[src/rtl/kbd_io_pkg.sv]
// Package: address map and width constants shared by the keyboard I/O block.
// Assumes a 16-bit address bus and 8-bit data bus.
package kbd_io_pkg;
    localparam int ADDR_W      = 16;
    localparam int DATA_W      = 8;
    localparam logic [ADDR_W-1:0] IO_BASE     = 16'hC000;
    localparam logic [ADDR_W-1:0] ROM_BASE    = 16'hD000;
    localparam logic [ADDR_W-1:0] KEY_ADDR    = 16'hC000;
    localparam logic [ADDR_W-1:0] STROBE_ADDR = 16'hC010;
    localparam int FLAG_BIT    = DATA_W - 1;

    typedef enum logic [1:0] {
        SRC_NONE = 2'd0,
        SRC_RAM  = 2'd1,
        SRC_ROM  = 2'd2,
        SRC_KBD  = 2'd3
    } rd_src_e;
endpackage

[src/rtl/key_xlate.sv]
// Module: key_xlate
// Converts a raw host key code into the stored form: control-code
// remapping, lowercase folding, then forces the ready flag in the top bit.
// Assumes 8-bit codes; purely combinational.
module key_xlate
    import kbd_io_pkg::*;
(
    input  logic [DATA_W-1:0] raw_code,
    output logic [DATA_W-1:0] stored_code
);
    logic [DATA_W-1:0] mapped;
    logic [DATA_W-1:0] folded;

    // Remap the few control codes the system expects differently.
    always_comb begin
        case (raw_code)
            8'h0A:        mapped = 8'h0D;
            8'h04, 8'h07: mapped = 8'h08;
            8'h05:        mapped = 8'h15;
            default:      mapped = raw_code;
        endcase
    end

    // Fold lowercase to uppercase, then set the ready flag.
    always_comb begin
        folded = mapped;
        if ((mapped > 8'h60) && (mapped < 8'h7B)) begin
            folded[5] = 1'b0;
        end
        stored_code           = folded;
        stored_code[FLAG_BIT] = 1'b1;
    end
endmodule

[src/rtl/key_latch.sv]
// Module: key_latch
// Holds the last translated key. A new key has priority over a strobe
// access, which clears only the ready flag. Synchronous active-low reset.
module key_latch
    import kbd_io_pkg::*;
(
    input  logic              clk,
    input  logic              rst_n,
    input  logic              load,
    input  logic [DATA_W-1:0] load_code,
    input  logic              strobe,
    output logic [DATA_W-1:0] latch_q
);
    // Update the latch: reset, new key, strobe clear, or hold.
    always_ff @(posedge clk) begin
        if (!rst_n) begin
            latch_q <= '0;
        end else if (load) begin
            latch_q <= load_code;
        end else if (strobe) begin
            latch_q[FLAG_BIT] <= 1'b0;
        end
    end

    // reset leaves the latch empty.
    assert_reset_empty_R1: assert property (@(posedge clk)
        !rst_n |=> (latch_q == '0));

    // a key always arrives with the flag set (R8: even with a strobe).
    assert_key_sets_flag_R7: assert property (@(posedge clk) disable iff (!rst_n)
        load |=> latch_q[FLAG_BIT]);

    // a strobe without a key clears the flag and keeps the character.
    assert_strobe_clears_R4: assert property (@(posedge clk) disable iff (!rst_n)
        (strobe && !load) |=> (!latch_q[FLAG_BIT] &&
                               latch_q[FLAG_BIT-1:0] == $past(latch_q[FLAG_BIT-1:0])));

    // idle cycles do not disturb the latch.
    assert_idle_hold_R9: assert property (@(posedge clk) disable iff (!rst_n)
        (!strobe && !load) |=> $stable(latch_q));
endmodule

[src/rtl/bus_rdmux.sv]
// Module: bus_rdmux
// Decodes the processor address into RAM / ROM / keyboard selects and
// muxes the read data. The strobe address reads the latch without its flag.
// Assumes selects depend on address only; clk/rst_n feed assertions.
module bus_rdmux
    import kbd_io_pkg::*;
(
    input  logic              clk,
    input  logic              rst_n,
    input  logic [ADDR_W-1:0] addr,
    input  logic [DATA_W-1:0] ram_rdata,
    input  logic [DATA_W-1:0] rom_rdata,
    input  logic [DATA_W-1:0] latch_q,
    output logic              ram_sel,
    output logic              rom_sel,
    output logic              kbd_sel,
    output logic              strobe_hit,
    output logic [DATA_W-1:0] rd_data
);
    rd_src_e src;

    // Choose the source for the current address.
    always_comb begin
        if (addr < IO_BASE)                                src = SRC_RAM;
        else if (addr >= ROM_BASE)                         src = SRC_ROM;
        else if (addr == KEY_ADDR || addr == STROBE_ADDR) src = SRC_KBD;
        else                                               src = SRC_NONE;
    end

    // Drive selects and the read-data mux from the chosen source.
    always_comb begin
        ram_sel    = (src == SRC_RAM);
        rom_sel    = (src == SRC_ROM);
        kbd_sel    = (src == SRC_KBD);
        strobe_hit = (addr == STROBE_ADDR);
        case (src)
            SRC_RAM: rd_data = ram_rdata;
            SRC_ROM: rd_data = rom_rdata;
            SRC_KBD: begin
                rd_data = latch_q;
                if (strobe_hit) rd_data[FLAG_BIT] = 1'b0;
            end
            default: rd_data = '0;
        endcase
    end

    // never more than one source selected.
    assert_sel_onehot_R11: assert property (@(posedge clk) disable iff (!rst_n)
        $onehot0({ram_sel, rom_sel, kbd_sel}));

    // an unselected address reads zero.
    assert_unsel_zero_R11: assert property (@(posedge clk) disable iff (!rst_n)
        !(ram_sel || rom_sel || kbd_sel) |-> (rd_data == '0));

    // the strobe address never shows the ready flag.
    assert_strobe_read_R3: assert property (@(posedge clk) disable iff (!rst_n)
        strobe_hit |-> !rd_data[FLAG_BIT]);
endmodule

[src/rtl/kbd_io_top.sv]
// Module: kbd_io_top
// Keyboard latch with strobe clear plus the I/O read decoder.
// Assumes single-cycle bus accesses; a strobe is any read or write at the
// strobe address. Synchronous active-low reset.
module kbd_io_top (
    input  logic        clk,
    input  logic        rst_n,
    input  logic        key_valid,
    input  logic [7:0]  key_char,
    input  logic [15:0] bus_addr,
    input  logic        bus_rd,
    input  logic        bus_wr,
    input  logic [7:0]  ram_rdata,
    input  logic [7:0]  rom_rdata,
    output logic        ram_sel,
    output logic        rom_sel,
    output logic        kbd_sel,
    output logic [7:0]  rd_data
);
    import kbd_io_pkg::*;

    logic [DATA_W-1:0] xlated;
    logic [DATA_W-1:0] latch_q;
    logic              strobe_hit;
    logic              strobe;

    // A strobe is any access, read or write, to the strobe address.
    always_comb strobe = strobe_hit && (bus_rd || bus_wr);

    key_xlate u_xlate (
        .raw_code    (key_char),
        .stored_code (xlated)
    );

    key_latch u_latch (
        .clk       (clk),
        .rst_n     (rst_n),
        .load      (key_valid),
        .load_code (xlated),
        .strobe    (strobe),
        .latch_q   (latch_q)
    );

    bus_rdmux u_mux (
        .clk        (clk),
        .rst_n      (rst_n),
        .addr       (bus_addr),
        .ram_rdata  (ram_rdata),
        .rom_rdata  (rom_rdata),
        .latch_q    (latch_q),
        .ram_sel    (ram_sel),
        .rom_sel    (rom_sel),
        .kbd_sel    (kbd_sel),
        .strobe_hit (strobe_hit),
        .rd_data    (rd_data)
    );
endmodule

[config.mk]
export PLATFORM = sky130hd
export DESIGN_NAME = kbd_io_top
export DESIGN_NICKNAME = d
export VERILOG_FILES = /design/src/rtl/kbd_io_pkg.sv /design/src/rtl/key_xlate.sv /design/src/rtl/key_latch.sv /design/src/rtl/bus_rdmux.sv /design/src/rtl/kbd_io_top.sv
export SDC_FILE = /design/constraint.sdc
export NUM_CORES = 1
export LEC_CHECK = 0
export ABC_AREA = 1
export CAP_MARGIN = 5
export CORE_MARGIN = 5
export CORE_UTILIZATION = 39
export DETAILED_ROUTE_END_ITERATION = 12
export HOLD_SLACK_MARGIN = 0.02
export PLACE_DENSITY = 0.85
export SLEW_MARGIN = 25
export SYNTH_ARGS = -nofsm -noshare
export SYNTH_HDL_FRONTEND = slang
export SYNTH_HIERARCHICAL = 1
export SYNTH_SLANG_ARGS = --single-unit
[constraint.sdc]
create_clock -name clk -period 2.1 [get_ports clk]
set_input_delay 0.42 -clock clk [delete_from_list [all_inputs] [get_ports clk]]
set_output_delay 0.42 -clock clk [all_outputs]
set_load 0.02 [all_outputs]
==> impl_results.md <==
- Sequential area share after synthesis: 0.1829
- PnR worst setup slack: 52.13 ps
- P per Cell Area: about 330 nW/um^2
- CP delay by family, top: buffers and inverters
- Fin nets: about 270
- Startpoint types: input pin
- Num CTS Buffers: 3
- Antenna Diode Count: 0
- Status: finished, final reports clean
- Area post-placement: 1476 um^2
- RR Endpoint: u_latch/latch_q[4]$_SDFFE_PN0P_
- Slew Limit Fails: 0
- Post-Synthesis Net Count: around 200
- Final hold vios: 0
- Number of global-route vias before repair: 1142
- # setup viols final: 0
- Synth area leaders: dfxtp_1, nand2_1, nor2_1
- Worst reg2reg startpoint: u_latch/latch_q[4]$_SDFFE_PN0P_
- DRT iter0 DRCs: 28
- Fin area: 1538 um^2
- FMAX: 0.4883 GHz
- Distinct cells, synth: 28
- Routability congestion estimate: 0.8097
- Layout cells sized above 1: 0.2252
- P&R area growth vs syn: 75.57%
- DRC: 0
- Post-synth top area cell: dfxtp_1
- Yosys reg bits: 8
- Via Count: 1213
- Initial Util: 0.4037
- Largest net degree at the start of global routing: 11
- Worst-Skew Late Latency: 250 ps
- CTS Buffer Depth: 2
- Core ar.: between 2000 and 2500 um^2
- Critical path buffer and inverter count: 3
- Final worst clock skew: 0 ps
- Post-synth ARST share: 0
- Crit path depth: 7
- Detailed Place HPWL: 2.466 mm
- Top_reg_cell synth: dfxtp_1
- Placed insts: 244
- Initial antenna violation count: 0
- Static Leakage: 0.7835 nW
- Htree depth: 1
- Biggest regs: u_latch/latch_q (8)
- Final wirelength: 3.066 mm
- Worst hold path depth: 2
- Crit-path max FO: 5
- Sink Count: 8
- Row cnt: 17
- Cells after synthesis: 159
- Tmin final: 2048 ps
- DIE WIDTH: 57.39 um
- CP Data Arrival Time: 1630 ps
- EDFF count, synth: 0
- Worst hold path type: flip-flop to flip-flop
- Synth Area in XOR/XNOR: 0
- CTS root buf: clkbuf_4
- Peak VDD IR: 0.4937 mV
- Synth warnings: 6
- Share of the synthesized area in the top cell type: 0.1829
- Antenna-violating nets left: 0
- Post-Syn Area: just under 900 um^2
- # IOs: 56
- Via density: 4.852
- Compound-Gate Fraction of Synth Area: 0.1157
- CTS clk-pin slew, worst paths: 50 ps
- Period utilization: 0.9752
- Critical setup path kind: input pin to output pin
- Largest family of logic cells by synthesized area: simple AND/OR/NAND/NOR gates
- # port buffers: 55
- Min-delay src: u_latch/latch_q[3]$_SDFFE_PN0P_
- Max reg flops: 8
- Syn avg cell area: 5.508 um^2
- Most numerous cell in the Yosys netlist: nand2_1
- GRT overflow: 0
- FF-to-FF setup slack: 1430 ps
- Slowest-stage cell, CP: clkdlybuf4s50_1
- Mux share of post-synthesis cell area: 0
- Adder-cell share of the synthesized area: 0
- Crit-path cells: clkdlybuf4s50_1, inv_2, nand4_4, nor2_4, nand4_1, nand2_1, buf_6
- Max cap viols: 0
- Nature of the critical path endpoint: output pin
- Finished Layout Cells: 250
- Detailed Routing Iterations Pass 1: 4
- Hold EP: u_latch/latch_q[3]$_SDFFE_PN0P_
- CTS tree: done
- Die area: 3294 um^2
- CP max stage delay: 420 ps
- Gr usage total: 0.1720
- Synth top cells by count: nand2_1, nor2_1, inv_1, nand3_1, dfxtp_1
- Dpl ws: -494.5 ps
- Worst Path Required: 1680 ps
- DIE HEIGHT: 57.39 um
- Final Power: 0.0005120 W
- First-pass GRT wire length: 4.698 mm
- Largest reg by FF count: u_latch/latch_q
- Worst R2R Path Depth: 2
- Routed len/inst: 12.26 um
- Simple-gate share of the synthesized area: 0.5571
-- layer usage --
| metal | track usage | share of wire | vias to the layer above |
|---|---|---|---|
| li1 | - | - | 631 |
| met1 | 0.1807 | 0.38 | 540 |
| met2 | 0.3516 | 0.57 | 38 |
| met3 | 0.04072 | 0.044 | 4 |
| met4 | 0.009934 | 0.010 | 0 |
| met5 | 0 | 0 | - |
-- report_power, final --
| part | total [W] | switching [W] | internal, W |
|---|---|---|---|
| Sequential | 0.000168 | 0.00000531 | 0.000163 |
| Clock | 0.000115 | 0.0000495 | 0.0000652 |
| Combinational | 0.000229 | 0.000110 | 0.000119 |
-- cells in the final DEF (no fill, tap or decap), types with 3 or more instances in the layout --
master	n
buf_4	9
dfxtp_1	8
buf_2	5
nand3_1	19
clkbuf_4	3
nand4_1	4
clkdlybuf4s50_1	36
nor2_1	29
nor2_2	6
o21ai_0	7
nand2_2	7
dlymetal6s2s_1	7
inv_1	17
nand2_1	34
dlygate4sd2_1	3
inv_2	8
-- cell families after synthesis --
family / after synthesis
buf+inv: 29
other cells: 1
simple gates: 106
compound gates: 15
flops: 8
-- layout make-up --
cell class | instances | area, um^2
well taps | 28 | 35.03
fillers | 204 | 631.9
multi-input cells | 123 | 630.6
flip-flops and latches | 8 | 160.2
inverters | 26 | 100.1
repair buffers | 62 | 589.3
clock buffers | 3 | 22.52
-- what timing repair did --
action | CTS | global route
buffers inserted | 0 | 2
gates cloned | 1 | 0
pin swaps | 3 | 5
resized for setup | 44 | 20
hold buffers | 0 | 0
setup endpoints to repair | 11 | 9
-- worst register-to-register path, stage by stage (launching register included) --
cell,delay [ps]
dfxtp_1,310
o21ai_0,190
nor2_1,60
-- worst max-delay path by stage --
stage                             from    endpoint  slack [ps]
after floorplan           bus_addr[12]     kbd_sel         550
after CTS                  bus_addr[2]  rd_data[7]         -20
after detailed placement  bus_addr[14]  rd_data[7]        -490
after global placement    bus_addr[14]  rd_data[2]        -420
final                     bus_addr[13]  rd_data[7]          50
after global routing      bus_addr[13]  rd_data[7]         -40
-- per-stage QoR --
stage / utilization / hold WS, ps / setup TNS (ps)
final: 0.7088 / 499.8 / 0
after global routing: 0.7088 / 524.8 / -50.84
after CTS: 0.6822 / 507.8 / -21.17
after detailed placement: 0.6805 / 501.6 / -4597
after global placement: 0.6805 / 478.0 / -4043
after floorplan: - / 453.6 / 0
Power figures use the tool's default switching activity.
